[src/rtl/swdb_pkg.sv]
package swdb_pkg;
  typedef enum logic {
    METH_CONFIRM = 1'b0,
    METH_VOTE    = 1'b1
  } meth_e;

  // counter width able to hold values 0 .. n-1
  function automatic int cnt_w(input int n);
    return (n < 2) ? 1 : $clog2(n);
  endfunction
endpackage

[src/rtl/swdb_sync.sv]
module swdb_sync #(
  parameter int STAGES = 2
) (
  input  logic clk,
  input  logic rst_n,
  input  logic d,
  output logic q
);
  logic [STAGES-1:0] chain;

  generate
    if (STAGES == 1) begin : g_one
      always_ff @(posedge clk or negedge rst_n) begin
        if (!rst_n) chain <= '0;
        else        chain <= d;
      end
    end else begin : g_many
      always_ff @(posedge clk or negedge rst_n) begin
        if (!rst_n) chain <= '0;
        else        chain <= {chain[STAGES-2:0], d};
      end
    end
  endgenerate

  assign q = chain[STAGES-1];
endmodule

[src/rtl/swdb_confirm.sv]
module swdb_confirm #(
  parameter int DELAY = 750000
) (
  input  logic clk,
  input  logic rst_n,
  input  logic din,
  input  logic cur,
  output logic acc,
  output logic acc_val
);
  localparam int CW = swdb_pkg::cnt_w(DELAY);
  localparam logic [CW-1:0] LAST = CW'(DELAY - 1);

  typedef enum logic {WATCH, HOLD} st_e;
  st_e            st;
  logic [CW-1:0]  cnt;
  logic           first;

  always_ff @(posedge clk or negedge rst_n) begin
    if (!rst_n) begin
      st    <= WATCH;
      cnt   <= '0;
      first <= 1'b0;
    end else begin
      case (st)
        WATCH: if (din != cur) begin
          st    <= HOLD;
          cnt   <= '0;
          first <= din;
        end
        HOLD: if (cnt == LAST) st <= WATCH;
              else             cnt <= cnt + 1'b1;
        default: st <= WATCH;
      endcase
    end
  end

  // second sample must agree with the first one
  assign acc     = (st == HOLD) && (cnt == LAST) && (din == first);
  assign acc_val = first;

  // the wait never runs past its limit
  a_r2_wait_bound: assert property (@(posedge clk) disable iff (!rst_n)
    (st == HOLD) |-> (cnt <= LAST));

  // after the confirmation sample the filter watches again
  a_r3_back_to_watch: assert property (@(posedge clk) disable iff (!rst_n)
    (st == HOLD && cnt == LAST) |=> (st == WATCH));
endmodule

[src/rtl/swdb_vote.sv]
module swdb_vote #(
  parameter int N       = 5,
  parameter int SPACING = 250000
) (
  input  logic clk,
  input  logic rst_n,
  input  logic din,
  output logic vld,
  output logic val,
  output logic tie
);
  localparam int TW = swdb_pkg::cnt_w(SPACING);
  localparam int IW = swdb_pkg::cnt_w(N);
  localparam int OW = $clog2(N + 1);
  localparam logic [TW-1:0] TLAST = TW'(SPACING - 1);
  localparam logic [IW-1:0] ILAST = IW'(N - 1);
  localparam logic [OW:0]   NREF  = (OW + 1)'(N);

  logic [TW-1:0] tcnt;
  logic [IW-1:0] idx;
  logic [OW-1:0] ones;
  logic [OW-1:0] total;
  logic [OW:0]   dbl;
  logic          tick;

  assign tick = (tcnt == TLAST);

  always_ff @(posedge clk or negedge rst_n) begin
    if (!rst_n) begin
      tcnt <= '0;
      idx  <= '0;
      ones <= '0;
    end else begin
      tcnt <= tick ? '0 : tcnt + 1'b1;
      if (tick) begin
        if (idx == ILAST) begin
          idx  <= '0;
          ones <= '0;
        end else begin
          idx  <= idx + 1'b1;
          ones <= ones + OW'(din);
        end
      end
    end
  end

  assign total = ones + OW'(din);
  assign dbl   = {total, 1'b0};
  assign vld   = tick && (idx == ILAST);
  assign val   = dbl > NREF;
  assign tie   = dbl == NREF;

  // ones counted never exceed samples taken in the window
  a_r5_ones_bound: assert property (@(posedge clk) disable iff (!rst_n)
    ({1'b0, ones} <= (OW + 1)'(idx)));

  // sample index stays inside the window
  a_r5_idx_bound: assert property (@(posedge clk) disable iff (!rst_n)
    (idx <= ILAST));
endmodule

[src/rtl/sw_debounce.sv]
module sw_debounce #(
  parameter int SYNC_STAGES    = 2,
  parameter int CONFIRM_CYCLES = 750000,
  parameter int VOTE_N         = 5,
  parameter int VOTE_SPACING   = 250000
) (
  input  logic clk,
  input  logic rst_n,
  input  logic sw_raw,
  input  logic use_vote,
  output logic sw_level,
  output logic sw_toggle
);
  import swdb_pkg::*;

  meth_e meth;
  logic  din_s;
  logic  c_acc, c_val;
  logic  v_vld, v_val, v_tie;
  logic  upd, nxt;

  assign meth = meth_e'(use_vote);

  swdb_sync #(.STAGES(SYNC_STAGES)) u_sync (
    .clk(clk), .rst_n(rst_n), .d(sw_raw), .q(din_s)
  );

  swdb_confirm #(.DELAY(CONFIRM_CYCLES)) u_conf (
    .clk(clk), .rst_n(rst_n), .din(din_s), .cur(sw_level),
    .acc(c_acc), .acc_val(c_val)
  );

  swdb_vote #(.N(VOTE_N), .SPACING(VOTE_SPACING)) u_vote (
    .clk(clk), .rst_n(rst_n), .din(din_s),
    .vld(v_vld), .val(v_val), .tie(v_tie)
  );

  always_comb begin
    if (meth == METH_VOTE) begin
      upd = v_vld && !v_tie;
      nxt = v_val;
    end else begin
      upd = c_acc;
      nxt = c_val;
    end
  end

  always_ff @(posedge clk or negedge rst_n) begin
    if (!rst_n) begin
      sw_level  <= 1'b0;
      sw_toggle <= 1'b0;
    end else begin
      if (upd) sw_level <= nxt;
      sw_toggle <= upd && (nxt != sw_level);
    end
  end

  // a pulse always comes with a new level
  a_r8_pulse_has_change: assert property (@(posedge clk) disable iff (!rst_n)
    sw_toggle |-> (sw_level != $past(sw_level)));

  // a new level always comes with a pulse
  a_r8_change_has_pulse: assert property (@(posedge clk) disable iff (!rst_n)
    (sw_level != $past(sw_level)) |-> sw_toggle);

  // a tied window leaves the level alone
  a_r7_tie_holds: assert property (@(posedge clk) disable iff (!rst_n)
    (meth == METH_VOTE && v_vld && v_tie) |=> $stable(sw_level));

  // without an accepted confirmation the level cannot move in that mode
  a_r9_confirm_quiet: assert property (@(posedge clk) disable iff (!rst_n)
    (meth == METH_CONFIRM && !c_acc) |=> $stable(sw_level));
endmodule

[config.mk]
export PLATFORM = sky130hd
export DESIGN_NAME = sw_debounce
export DESIGN_NICKNAME = d
export VERILOG_FILES = /design/src/rtl/swdb_pkg.sv /design/src/rtl/swdb_sync.sv /design/src/rtl/swdb_confirm.sv /design/src/rtl/swdb_vote.sv /design/src/rtl/sw_debounce.sv
export SDC_FILE = /design/constraint.sdc
export NUM_CORES = 1
export LEC_CHECK = 0
export BUFFER_PORTS_ARGS = -buffer_cell sky130_fd_sc_hd__clkbuf_2
export CORE_ASPECT_RATIO = 1.75
export CORE_UTILIZATION = 30
export DETAILED_ROUTE_END_ITERATION = 10
export GPL_TIMING_DRIVEN = 1
export HOLD_SLACK_MARGIN = 0.03
export RECOVER_POWER = 50
export SYNTH_ARGS = -nofsm -noshare
export SYNTH_HDL_FRONTEND = slang
export SYNTH_SLANG_ARGS = --single-unit
[constraint.sdc]
create_clock -name clk -period 3 [get_ports clk]
set_input_delay 0.45 -clock clk [delete_from_list [all_inputs] [get_ports clk]]
set_output_delay 0.45 -clock clk [all_outputs]
set_load 0.02 [all_outputs]
==> summary.md <==
| Metric | Value |
|---|---|
| Seq/Total Area, Yosys | 47.7% |
| Critical path launch point type | register |
| R2r setup slk | 0.85 ns |
| Initial antenna violation count | 0 |
| Syn Area/Cell | 10.3 sq um |
| RSZ-0062 raised after global routing | no |
| Netlist cell types | between 50 and 60 |
| First-pass GRT wire length | 9.34 mm |
| Slew margin rel. | -12.9% |
| Syn. warnings | 0 |
| Post-Syn Area | about 2600 sq um |
| Worst-path cell chain | inv_1, or4_1, o32ai_2, mux2_1 |
| H-tree Lvls | 2 |
| Hpwl dp | 4.07 mm |
| Critical path required time | 3.18 ns |
| Total Wirelength | 5.49 mm |
| # port buffers | 5 |
| WL per Instance | 14.6 um |
| Final setup viols | 0 |
| DP Worst Slack | between 0.8 and 0.9 ns |
| Hold_sp | sw_raw |
| Die Height | 126 um |
| R2R Path Start | u_conf.st |
| Worst skew pair latency | slightly below 0.3 ns |
| Initial DRC count | 109 |
| Fin crit share | a little under three quarters |
| Vias | 1,903 |
| Final hold vios | 0 |
| Layout Nets | 269 |
| Failing checks | max-capacitance violations, max-slew violations |
| Status | finished with violations |
| First-pass DRT Iterations | 4 |
| Max Cap Viol | 1 |
| Synth Net Count | 265 |
| Hold buffers post-CTS | 0 |
| Class of the worst hold path | input port to register |
| RD Place Congestion | about 0.88 |
| Post-layout min period | 2.15 ns |
| Reg-to-reg endpoint | sw_level |
| CP max stage delay | around 0.64 ns |
| Ratio of cells with drive above 1 in the final layout | 11.5% |
| Hold path depth | 1 |
| Row count | 44 |
| Number of flops mapped to enable cells by yosys | 0 |
| Vias in the first global route | 1,984 |
| Core Area | ~8400 sq um |
| Pins Over Slew Limit | 32 |
| Ant. Diodes | 0 |
| Largest net degree at the start of global routing | 32 |
| Clock buffer depth | 2 |
| Async SR Flop Fraction | 100% |
| CP Class | register to register |
| Leakage power | 1.25 nW |
| Most frequent cells in the layout | dfrtp_1, nand2_1, o21ai_0 |
| Initial Util | 31.4% |
| DR vias/cell | 5.07 |
| Remaining antenna violation count | 0 |
| Resize count post-CTS | 0 |
| CP max FO | 17 |
| Setup ws final | between 0.8 and 0.9 ns |
| Worst-Margin Slew | 1.69 ns |
| Fmax | around 0.47 GHz |
| Total gr overflow | 0 |
| Cells on worst reg2reg path | 4 |
| Area Overhead vs Synth | 10.3% |
| Clock-pin slew on the worst setup and hold paths | 0.07 ns |
| # clock sinks | 50 |
| Synth Instances | 255 |
| IO Count | 6 |
| GRT Total Usage | a little over an eighth |
| Worst Hold Path EP | u_sync.chain[0] |
| Worst EP arrival | 2.32 ns |
| #FFs+latches synth | 50 |
| Commonest non-fill, non-tap cell in the layout | dfrtp_1 |
| Crit end category | register |
| DRC Markers | 0 |
| Peak supply drop | 0.390 mV |
| Synth Flop Type | dfrtp_1 |
| Setup_tns | 0 ns |
| Max stage delay cell, worst path | dfrtp_1 |
| Root buffer cell | clkbuf_16 |
| Die width | 72.7 um |
| CTS Buf Count | 5 |
| Final setup skew | roughly 0.009 ns |
| TritonCTS clock tree | built |
| Setup bufs post-CTS | 0 |
| Pwr per Cell Area | 568 nW/um^2 |
| Die area | 9140 sq um |
where the power goes:
part	internal [mW]	switching, mW
Sequential	0.726	0.0747
Clock	0.395	0.254
Combinational	0.0768	0.120
layout make-up:
| cell class | instances | area (sq um) |
|---|---|---|
| clock buffers | 5 | 125 |
| repair buffers | 7 | 38.8 |
| clock inverters | 3 | 43.8 |
| well taps | 115 | 144 |
| multi-input cells | 188 | 1270 |
| flip-flops and latches | 50 | 1250 |
| fillers | 883 | 5470 |
| inverters | 7 | 26.3 |
metrics by stage:
| stage | hold slack (ns) | std cells | utilization [%] | area [sq um] | total power, mW |
|---|---|---|---|---|---|
| 2_1_floorplan | 0.154 | 255 | - | 2630 | 0.958 |
| 4_1_cts | 0.251 | 375 | 34.6 | 2900 | 1.67 |
| 3_5_place_dp | 0.336 | 367 | 32.6 | 2730 | 1.01 |
| 3_3_place_gp | 0.334 | 367 | 32.6 | 2730 | 1.00 |
| 5_1_grt | 0.255 | 375 | 34.6 | 2900 | 1.72 |
| 6_report | 0.257 | 375 | 34.6 | 2900 | 1.65 |
Yosys cell counts, types with 2 or more instances:
library cell / count / area share, %
nand4_1: 12 / 2.9
mux2i_1: 6 / 2.3
nor4_1: 2 / 0.48
inv_1: 7 / 1.0
a31o_2: 4 / 1.3
and2_1: 5 / 1.2
clkbuf_1: 2 / 0.29
nand2_1: 21 / 3.0
o21a_1: 2 / 0.57
a31oi_1: 4 / 0.95
or4_1: 3 / 0.86
o31a_1: 2 / 0.67
xor2_1: 8 / 2.7
and4_1: 5 / 1.7
buf_4: 3 / 0.86
and3_1: 10 / 2.4
or3_1: 5 / 1.2
nor2b_1: 2 / 0.48
nor3_1: 3 / 0.57
nor2_1: 14 / 2.0
a21oi_1: 11 / 2.1
a211oi_1: 2 / 0.57
xnor2_1: 12 / 4.0
buf_6: 4 / 1.7
ha_1: 6 / 2.9
o31ai_1: 3 / 0.86
dfrtp_1: 50 / 48
nand3_1: 9 / 1.7
o21ai_0: 16 / 3.1
worst max-delay path: cells and delay by family (launching register included):
family,cells,cell delay [ns]
AO/OA/AOI/OAI,1,0.15
buffers and inverters,1,0.29
flip-flops,1,0.64
AND/OR/NAND/NOR,1,0.59
multiplexers,1,0.35
flip-flops by register name (all words and copies together), names as in the netlist:
signal / cells
sw_level: 1
u_vote.tcnt: 18
u_conf.cnt: 20
u_vote.idx: 3
u_conf.acc_val: 1
u_conf.st: 1
u_sync.chain: 2
sw_toggle: 1
u_vote.ones: 3
how the worst max path moves through the flow:
stage                         startpoint             to
after floorplan           u_vote.tcnt[0]       sw_level
after global placement         u_conf.st       sw_level
after detailed placement       u_conf.st       sw_level
after CTS                      u_conf.st       sw_level
after global routing      u_vote.tcnt[0]  u_vote.idx[1]
final                          u_conf.st       sw_level
kinds of logic after synthesis:
| group | Yosys count | share of synthesized area (%) |
|---|---|---|
| simple gates | 105 | 23.8 |
| compound gates | 49 | 11.8 |
| buf+inv | 17 | 4.05 |
| mux | 8 | 3.15 |
| xor+xnor | 20 | 6.67 |
| flops | 50 | 47.7 |
| fa+ha+maj | 6 | 2.86 |
layer usage:
layer	track usage, %	vias up	share of wire, %
li1	-	936	-
met1	13.6	943	38
met2	24.8	15	58
met3	2.72	9	1.7
met4	6.46	0	2.3
met5	0	-	0
(Power assumes the default switching activity.)
